## config.mk

```make
export PLATFORM = sky130hd
export DESIGN_NAME = mm_region_decoder
export DESIGN_NICKNAME = d
export VERILOG_FILES = /design/src/rtl/mm_region_pkg.sv /design/src/rtl/mm_addr_decode.sv /design/src/rtl/mm_access_policy.sv /design/src/rtl/mm_region_decoder.sv
export SDC_FILE = /design/constraint.sdc
export NUM_CORES = 1
export LEC_CHECK = 0
export ABC_AREA = 1
export BUFFER_PORTS_ARGS = -buffer_cell sky130_fd_sc_hd__buf_2
export CAP_MARGIN = 20
export CORE_MARGIN = 2
export CORE_UTILIZATION = 55
export DETAILED_ROUTE_END_ITERATION = 6
export GPL_TIMING_DRIVEN = 0
export PLACE_DENSITY = 0.89
export SYNTH_ARGS = -nofsm -noshare
export SYNTH_HDL_FRONTEND = slang
export SYNTH_SLANG_ARGS = --single-unit
```

## constraint.sdc

```tcl
create_clock -name clk -period 2.65 [get_ports clk]
set_input_delay 0.53 -clock clk [delete_from_list [all_inputs] [get_ports clk]]
set_output_delay 0.53 -clock clk [all_outputs]
set_load 0.1 [all_outputs]
```

## src/rtl/mm_region_pkg.sv

```systemverilog
package mm_region_pkg;

    localparam int ADDR_W = 16;
    localparam int OFF_W  = ADDR_W - 1;
    localparam int DATA_W = 8;

    typedef enum logic [3:0] {
        RG_MAIN    = 4'd0,
        RG_ROM     = 4'd1,
        RG_ALT     = 4'd2,
        RG_WORK    = 4'd3,
        RG_SHARED  = 4'd4,
        RG_IO      = 4'd5,
        RG_BOOT_A  = 4'd6,
        RG_BOOT_B  = 4'd7,
        RG_BOOTRAM = 4'd8,
        RG_VECTOR  = 4'd9,
        RG_RESET   = 4'd10,
        RG_INIT    = 4'd11,
        RG_NULL    = 4'd15
    } region_t;

    localparam logic [ADDR_W-1:0] BASE_UPPER  = 16'h8000;
    localparam logic [ADDR_W-1:0] BASE_WORK   = 16'hFC00;
    localparam logic [ADDR_W-1:0] BASE_SHARED = 16'hFC80;
    localparam logic [ADDR_W-1:0] BASE_IO     = 16'hFD00;
    localparam logic [ADDR_W-1:0] BASE_BOOT   = 16'hFE00;
    localparam logic [ADDR_W-1:0] BASE_VECTOR = 16'hFFE0;
    localparam logic [ADDR_W-1:0] BASE_RESET  = 16'hFFFE;
    localparam logic [ADDR_W-1:0] BASE_INIT   = 16'h6000;
    localparam logic [ADDR_W-1:0] TOP_INIT    = 16'h7FFF;

endpackage

```

## src/rtl/mm_addr_decode.sv

```systemverilog
module mm_addr_decode
    import mm_region_pkg::*;
(
    input  logic [ADDR_W-1:0] addr,
    input  logic              rom_en,
    input  logic [1:0]        boot_mode,
    input  logic              init_ovl_en,
    output region_t           region,
    output logic [OFF_W-1:0]  offset
);

    logic [ADDR_W-1:0] base;
    logic [ADDR_W-1:0] diff;

    always_comb begin
        region = RG_NULL;
        base   = '0;
        if (addr < BASE_UPPER) begin
            if (init_ovl_en && addr >= BASE_INIT && addr <= TOP_INIT) begin
                region = RG_INIT;
                base   = BASE_INIT;
            end else begin
                region = RG_MAIN;
                base   = '0;
            end
        end else if (addr < BASE_WORK) begin
            region = rom_en ? RG_ROM : RG_ALT;
            base   = BASE_UPPER;
        end else if (addr < BASE_SHARED) begin
            region = RG_WORK;
            base   = BASE_WORK;
        end else if (addr < BASE_IO) begin
            region = RG_SHARED;
            base   = BASE_SHARED;
        end else if (addr < BASE_BOOT) begin
            region = RG_IO;
            base   = BASE_IO;
        end else if (addr < BASE_VECTOR) begin
            base = BASE_BOOT;
            unique case (boot_mode)
                2'd0:    region = RG_BOOT_A;
                2'd1:    region = RG_BOOT_B;
                2'd2:    region = RG_BOOTRAM;
                default: region = RG_NULL;
            endcase
        end else if (addr < BASE_RESET) begin
            region = RG_VECTOR;
            base   = BASE_VECTOR;
        end else begin
            region = RG_RESET;
            base   = BASE_RESET;
        end
    end

    assign diff   = addr - base;
    assign offset = diff[OFF_W-1:0];

endmodule

```

## src/rtl/mm_access_policy.sv

```systemverilog
module mm_access_policy
    import mm_region_pkg::*;
(
    input  region_t region,
    input  logic    is_write,
    input  logic    sub_halted,
    input  logic    bootram_wr_en,
    output logic    allow_rd,
    output logic    allow_wr,
    output logic    force_ff
);

    logic writable;
    logic blocked;

    always_comb begin
        blocked = (region == RG_NULL) || (region == RG_SHARED && !sub_halted);
        unique case (region)
            RG_MAIN, RG_ALT, RG_WORK, RG_IO, RG_VECTOR: writable = 1'b1;
            RG_SHARED:  writable = sub_halted;
            RG_BOOTRAM: writable = bootram_wr_en;
            default:    writable = 1'b0;
        endcase
    end

    assign allow_wr = is_write && writable;
    assign allow_rd = !is_write && !blocked && (region != RG_RESET);
    assign force_ff = blocked;

endmodule

```

## src/rtl/mm_region_decoder.sv

```systemverilog
module mm_region_decoder
    import mm_region_pkg::*;
#(
    parameter logic [15:0] RESET_VECTOR = 16'hFE00
) (
    input  logic              clk,
    input  logic              rst_n,
    input  logic              req_valid,
    input  logic              req_write,
    input  logic [15:0]       req_addr,
    input  logic              rom_en,
    input  logic [1:0]        boot_mode,
    input  logic              init_ovl_en,
    input  logic              bootram_wr_en,
    input  logic              sub_halted,
    input  logic [7:0]        mem_rdata,
    output logic              out_valid,
    output logic [3:0]        out_region,
    output logic [14:0]       out_offset,
    output logic              out_rd,
    output logic              out_wr,
    output logic [7:0]        rd_data
);

    region_t          dec_region;
    logic [OFF_W-1:0] dec_offset;
    logic             pol_rd, pol_wr, pol_ff;

    region_t          q_region;
    logic [OFF_W-1:0] q_offset;
    logic             q_valid, q_rd, q_wr, q_ff;

    mm_addr_decode u_dec (
        .addr        (req_addr),
        .rom_en      (rom_en),
        .boot_mode   (boot_mode),
        .init_ovl_en (init_ovl_en),
        .region      (dec_region),
        .offset      (dec_offset)
    );

    mm_access_policy u_pol (
        .region        (dec_region),
        .is_write      (req_write),
        .sub_halted    (sub_halted),
        .bootram_wr_en (bootram_wr_en),
        .allow_rd      (pol_rd),
        .allow_wr      (pol_wr),
        .force_ff      (pol_ff)
    );

    always_ff @(posedge clk or negedge rst_n) begin
        if (!rst_n) begin
            q_valid  <= 1'b0;
            q_region <= RG_NULL;
            q_offset <= '0;
            q_rd     <= 1'b0;
            q_wr     <= 1'b0;
            q_ff     <= 1'b1;
        end else begin
            q_valid <= req_valid;
            q_rd    <= req_valid && pol_rd;
            q_wr    <= req_valid && pol_wr;
            if (req_valid) begin
                q_region <= dec_region;
                q_offset <= dec_offset;
                q_ff     <= pol_ff;
            end
        end
    end

    logic [DATA_W-1:0] vec_byte;

    always_comb begin
        vec_byte = q_offset[0] ? RESET_VECTOR[7:0] : RESET_VECTOR[15:8];
        if (q_ff)
            rd_data = 8'hFF;
        else if (q_region == RG_RESET)
            rd_data = vec_byte;
        else
            rd_data = mem_rdata;
    end

    assign out_valid  = q_valid;
    assign out_region = q_region;
    assign out_offset = q_offset;
    assign out_rd     = q_rd;
    assign out_wr     = q_wr;

    // main RAM passes the address unchanged one cycle later
    a_r1_main_offset: assert property (@(posedge clk) disable iff (!rst_n)
        (req_valid && !req_addr[15] && !init_ovl_en) |=>
            (out_region == 4'd0 && out_offset == $past(req_addr[14:0])));

    // ROM never receives a write strobe
    a_r2_rom_no_write: assert property (@(posedge clk) disable iff (!rst_n)
        (out_valid && out_region == 4'd1) |-> !out_wr);

    // shared RAM masked while the sub-processor runs
    a_r4_shared_masked: assert property (@(posedge clk) disable iff (!rst_n)
        (req_valid && !sub_halted && req_addr >= 16'hFC80 && req_addr < 16'hFD00) |=>
            (rd_data == 8'hFF && !out_wr && !out_rd));

    // boot RAM write dropped when its enable is clear
    a_r6_bootram_locked: assert property (@(posedge clk) disable iff (!rst_n)
        (req_valid && req_write && !bootram_wr_en && boot_mode == 2'd2 &&
         req_addr >= 16'hFE00 && req_addr < 16'hFFE0) |=> !out_wr);

    // reset vector bytes come from inside the block
    a_r7_reset_bytes: assert property (@(posedge clk) disable iff (!rst_n)
        (out_valid && out_region == 4'd10) |->
            (!out_rd && rd_data == (out_offset[0] ? 8'h00 : 8'hFE)));

    // null region reads 0xFF and takes no strobe
    a_r9_null_inert: assert property (@(posedge clk) disable iff (!rst_n)
        (out_valid && out_region == 4'd15) |-> (rd_data == 8'hFF && !out_wr && !out_rd));

    // no strobes in the cycle after an idle one
    a_r10_idle_quiet: assert property (@(posedge clk) disable iff (!rst_n)
        !req_valid |=> (!out_valid && !out_rd && !out_wr));

endmodule

```

==> results of run 1 <==
[Yosys cell counts, types with 2 or more instances]
cell type	n	area, sq um
nor2_4	2	22.5
ha_1	13	163
xor2_1	2	17.5
nor3_1	4	20.0
nand3_2	2	20.0
o21ai_0	22	110
a21oi_1	13	65.1
a31oi_1	6	37.5
nand3_1	12	60.1
nor2_1	19	71.3
xnor2_1	4	35.0
dfstp_2	5	131
nand4_1	10	62.6
dfrtp_1	18	450
o21ai_1	2	10.0
a21o_1	2	15.0
clkbuf_1	3	11.3
inv_1	42	158
nand2_2	2	12.5
nand2_1	73	274
[repair_timing]
item,4_1_cts,5_1_grt
setup buffers,1,4
setup endpoints to repair,11,15
pin swaps,1,8
gates cloned,0,0
resized for setup,10,9
[per-layer routing]
| layer | vias up | wire length (microns) | global-route usage |
|---|---|---|---|
| met5 | - | 0 | 0 |
| met4 | 0 | 104 | 0.0917 |
| met3 | 10 | 258 | 0.0180 |
| met2 | 77 | 2390 | 0.444 |
| met1 | 935 | 2230 | 0.334 |
| li1 | 1035 | - | - |
[layout make-up]
class                      instances  area [sq um]  share of cell area
multi-input combinational        201          1230               0.503
sequential                        23           582               0.238
inverter                          44           166              0.0682
tap                               46          57.6              0.0236
buffer                             3          11.3             0.00462
timing repair buffer              68           370               0.152
clock buffer                       4          26.3              0.0108
[worst min path at each step]
stage	to	slack (ns)	cells past startpoint
after floorplan	out_offset[0]$_DFFE_PN0P_	0.23	0
after global placement	out_offset[2]$_DFFE_PN0P_	0.45	2
after detailed placement	out_offset[2]$_DFFE_PN0P_	0.46	2
after CTS	out_offset[11]$_DFFE_PN0P_	0.17	1
after global routing	out_offset[5]$_DFFE_PN0P_	0.19	1
final	out_offset[2]$_DFFE_PN0P_	0.16	1
[kinds of logic after synthesis]
group           after synthesis  share of synthesized area
compound gates               55                      0.176
buf+inv                      47                     0.0942
flops                        23                      0.308
xor+xnor                      6                     0.0279
simple gates                126                      0.297
fa+ha+maj                    14                     0.0968
[critical path: stages]
cell and delay [ns]:
buf_2 0.10, nand2_1 0.11, inv_2 0.15, nand3_4 0.10, nor2_4 0.11, inv_2 0.07
nor2_4 0.09, ha_1 0.15, inv_1 0.06, fa_2 0.35, nand3_1 0.09, nand2_2 0.08
nand2_2 0.08, nand2_1 0.07, a21oi_2 0.20, o21ai_2 0.12, nand3_2 0.09, nand3_1 0.07
nand2_1 0.06, nand3_1 0.06, nand2_1 0.07
[layout by cell type, fill, tap and decap left out, types with 2 or more instances in the layout]
master	instances
a21o_1	2
a21oi_1	12
a21oi_2	2
a31oi_1	6
buf_2	56
buf_4	12
clkbuf_1	4
clkbuf_4	3
dfrtp_1	18
dfstp_2	5
ha_1	12
inv_1	39
inv_2	3
nand2_1	70
nand2_2	5
nand3_1	11
nand3_2	2
nand4_1	10
nor2_1	17
nor2_4	4
nor3_1	3
o21ai_0	14
o21ai_2	10
xnor2_1	4
xor2_1	2
[where the power goes]
group	internal [mW]	switching [mW]
clock	0.0588	0.100
sequential	0.390	0.0193
combinational	0.123	0.481
total	0.572	0.601
[state kept, by name, summed over array words and instances, names as in the netlist]
name / cells
out_region: 4
q_ff: 1
out_rd: 1
out_valid: 1
out_wr: 1
out_offset: 15
[per-stage QoR]
stage,power (mW),utilization,TNS (ns)
floorplan,0.884,-,0
global placement,0.994,0.700,-1.88
detailed placement,1.00,0.700,-2.66
CTS,1.17,0.720,-0.0126
global route,1.23,0.737,-0.0457
finish,1.17,0.737,0
==> impl_results.md, run 1 <==
- Status: finished clean
- Critical path class: in -> reg
- RSZ-0062 raised after global routing: yes
- Worst skew pair latency: 0.31 ns
- Starting Density: 0.570
- Post-route design area: 0.00244 sq mm
- Post-Layout Cell Count: 389
- Via count: 2057
- H-Tree Level Count: 1
- Full die area: 0.00392 sq mm
- Initial antenna violation count: 0
- Leakage Power: 1.30 nW
- Area grow syn2layout: 29.3%
- Nets: 392
- Total placed cells including tap cells: 380
- Net Count, Synth: 319
- Worst Hold Class: in -> async
- Root Buffer: clkbuf_4
- Placed instance area: 0.00232 sq mm
- Setup violations, final: 0
- Main synth FF type: dfrtp_1
- DP Wirelength: 3930 microns
- Share of cells above drive strength 1: 0.324
- CP startpoint kind: input pin
- Critical Path End Type: flop
- CTS hold repair buffers: 0
- Yosys reg bits: 23
- Syn Std Cell Area: 0.00189 sq mm
- Slew @ Worst Pin: 0.484 ns
- Max clock buf depth: 2
- Final hold violation count: 0
- Clock tree from TritonCTS: done
- Total GRT Usage: 0.255
- EDFF count, synth: 0
- Largest net degree at the start of global routing: 24
- Fin crit share: 0.960
- Worst rel slew slack: 0.677
- Worst Setup SP: req_addr[11]
- GRT overflow: 0
- DRC viols: 0
- Avg Inst Size Synth: 6.96 sq um
- Die width: 62.6 microns
- Post-Place Worst Slack: -0.472 ns
- Asr flop ratio synth: 1.00
- Filler cells: 269
- Syn Inst Count: 271
- Worst Path Required: 2.91 ns
- Seq/Total Area, Yosys: 0.308
- Per-cell routed wire length: 12.8 microns
- Final Routed Wirelength: 4980 microns
- Io pins: 64
- Peak supply drop: 0.000208 V
- First-pass GRT wire length: 8110 microns
- Vias per Instance: 5.29
- RePlAce Congestion: 0.898
- Vias in the first global route: 1864
- PD cells: 481 mW/mm^2
- Worst reg-to-reg path cell count: 2
- R2R Path End: out_region[0]$_DFFE_PN1P_
- Crit path max fanout: 4
- FF-to-FF Start: out_region[0]$_DFFE_PN1P_
- Port bufs: 63
- Synth Warn #: 0
- FF-to-FF setup slack: 1.80 ns
- Maximum clock frequency: 393 MHz
- CTS clk-pin slew, worst paths: 0.12 ns
- WP data arrival: 2.80 ns
- Tmin final: 2.54 ns
- Row count: 21
- Detailed Routing Iterations Pass 1: 4
- Setup crit end: out_offset[11]$_DFFE_PN0P_
- Final max-slew violation count: 0
- Antenna-violating nets left: 0
- Max-cap viol count: 0
- CTS sink count: 23
- CTS buffer count: 3
- Hold WS: 0.161 ns
- Final worst setup slack: 0.107 ns
- Die Y: 62.6 microns
- Setup Skew: 0 ns
- Yosys cell types: 35
- CORE AREA: 0.00331 sq mm
- Antenna diodes: 0
- DR iter-0 viols: 83
Note: power is estimated with default switching activity, not from simulation.
==> inputs of run 2 (changes only) <==
PLACE_DENSITY = 0.88   (was 0.89)
SKIP_CTS_REPAIR_TIMING = 1   (was not set)
SYNTH_HIERARCHICAL = 1   (was not set)
==> impl_results.md, run 2 <==
- Via count: 2319
- Seq/Total Area, Yosys: 0.274
- Commonest non-fill, non-tap cells in the layout: nand2_1, inv_1, buf_2
- Crit-path slowest cell: fa_2
- Final hold violation count: 0
- Setup Skew: 0 ns
- Leading area contributor after synthesis: nand2_1
- Per-cell routed wire length: 10.8 microns
- Top cell type's share of synthesized area: 0.217
- Syn Std Cell Area: 0.00213 sq mm
- Status: finished clean
- GRT overflow: 0
- Most common cell in the netlist: nand2_1
- Worst Path Required: 2.78 ns
- Main synth FF type: dfrtp_1
- Detailed Routing Iterations Pass 1: 4
- Final Routed Wirelength: 5010 microns
- Max FFs per register: 15
- Critical path class: in -> reg
- Post-Layout Cell Count: 464
- Largest net degree at the start of global routing: 24
- Post-Place Worst Slack: -0.399 ns
- H-Tree Level Count: 1
- Worst path most repeated cell: nand2_1
- RePlAce Congestion: 0.844
- Yosys cell types: 27
- Vias per Instance: 5.00
- Maximum clock frequency: 393 MHz
- Vias in the first global route: 2008
- Total GRT Usage: 0.237
- Full die area: 0.00438 sq mm
- First-pass GRT wire length: 8180 microns
- Initial antenna violation count: 0
- WP buf/inv: 3
- Clock tree from TritonCTS: done
- Max clock buf depth: 2
- EDFF count, synth: 0
- Net Count, Synth: 396
- Die Y: 66.2 microns
- PD cells: 472 mW/mm^2
- Antenna-violating nets left: 0
- Final max-slew violation count: 0
- Max-cap viol count: 0
- Leakage Power: 1.58 nW
- Area grow syn2layout: 22.1%
- Leading cell type in the layout, fill and taps excluded: nand2_1
- Die width: 66.2 microns
- DR iter-0 viols: 193
- Fin crit share: 0.961
- Asr flop ratio synth: 1.00
- RSZ-0062 raised after global routing: yes
- Peak supply drop: 0.000200 V
- Crit path max fanout: 5
- CORE AREA: 0.00369 sq mm
- Area contributors post-synth: nand2_1, dfrtp_1, inv_1
- Worst path cell trace: buf_2 > nand2_2 > nor2_4 > nand2_4 > nor2_4 > nand2_4 > inv_1 > ha_1 > inv_1 > fa_2 > nand3_1 > nand3_2 > nand3_2 > nand3_1 > nand2_1 > nand2_1 > nand2_1 > o21ai_0
- Setup violations, final: 0
- Worst rel slew slack: 0.677
- CTS clk-pin slew, worst paths: 0.08 ns
- Yosys reg bits: 23
- CP max stage delay: 0.43 ns
- Worst Hold Class: in -> async
- Synth Warn #: 6
- Total placed cells including tap cells: 458
- Syn Inst Count: 348
- Tmin final: 2.55 ns
- WP data arrival: 2.68 ns
- Post-synth top cells: nand2_1, inv_1, nand3_1
- Root Buffer: clkbuf_8
- Row count: 22
- Critical Path End Type: flop
- Crit-path leading delay family: simple AND/OR/NAND/NOR gates
- Avg Inst Size Synth: 6.11 sq um
- Worst skew pair latency: 0.26 ns
- Port bufs: 62
- Io pins: 64
- Slew @ Worst Pin: 0.488 ns
- DP Wirelength: 4120 microns
- CP startpoint kind: input pin
- Nets: 465
- CTS sink count: 23
- CTS buffer count: 3
- Antenna diodes: 0
- Share of cells above drive strength 1: 0.236
- Starting Density: 0.577
- DRC viols: 0
- Final worst setup slack: 0.102 ns
==> run 2: cell count changes after synthesis, moves of 3 or more <==
cell      change
a21oi_1       -6
nor3_1        -4
nand4_1       -3
clkbuf_1      -3
nand2_1      +50
nor2_1        +7
a31oi_1       -6
nand3_1      +20
inv_1        +23
buf_2         +3
==> run 2: final timing paths <==
kind | from | endpoint | slack [ns] | cells past startpoint
worst min register to register | out_region[3]$_DFFE_PN1P_ | out_region[3]$_DFFE_PN1P_ | 0.48 | 2
max in group asynchronous | rst_n | q_ff$_DFFE_PN1P_ | 2.09 | 1
worst min-delay path | rst_n | out_offset[2]$_DFFE_PN0P_ | 0.21 | 1
worst max register to register | q_ff$_DFFE_PN1P_ | q_ff$_DFFE_PN1P_ | 1.60 | 2
min in group clk | req_valid | out_valid$_DFF_PN0_ | 0.46 | 1
worst max-delay path | req_addr[13] | out_offset[13]$_DFFE_PN0P_ | 0.10 | 18
==> run 2: power by group <==
| part | switching (mW) | internal, mW |
|---|---|---|
| Combinational | 0.490 | 0.121 |
| Clock | 0.103 | 0.105 |
| Sequential | 0.0171 | 0.389 |
| Total | 0.611 | 0.615 |
==> run 2: logic make-up after synthesis <==
kind of cell,after synthesis,share of synthesized area
buffers and inverters,73,0.133
and+or+nand+nor,197,0.392
xor gates and xnor gates,7,0.0288
AOI/OAI and AO/OA,34,0.0865
DFF,23,0.274
adders and majority gates,14,0.0859
==> run 2: area by class of cell <==
cell class,count,area (sq um)
Clock inverter,1,5.00
Inverter,68,255
Tap cell,48,60.1
Timing Repair Buffer,64,325
Buffer,5,27.5
Multi-Input combinational cell,252,1300
Fill cell,332,1090
Clock buffer,3,41.3
Sequential cell,23,582
==> run 2: layer usage <==
layer,global-route usage,wire length (microns)
met3,0.00681,219
met2,0.425,2440
met5,0,0
met4,0.0842,73
met1,0.302,2270
==> run 2: per-stage QoR <==
step | hold WS [ns] | TNS, ns | utilization | area, sq um | total power [mW]
2_1_floorplan | 0.234 | 0 | - | 2130 | 0.897
5_1_grt | 0.244 | -0.0943 | 0.704 | 2600 | 1.30
4_1_cts | 0.224 | -0.311 | 0.690 | 2540 | 1.22
6_report | 0.214 | 0 | 0.704 | 2600 | 1.23
3_5_place_dp | 0.470 | -1.47 | 0.677 | 2500 | 1.02
3_3_place_gp | 0.469 | -0.966 | 0.677 | 2500 | 1.01
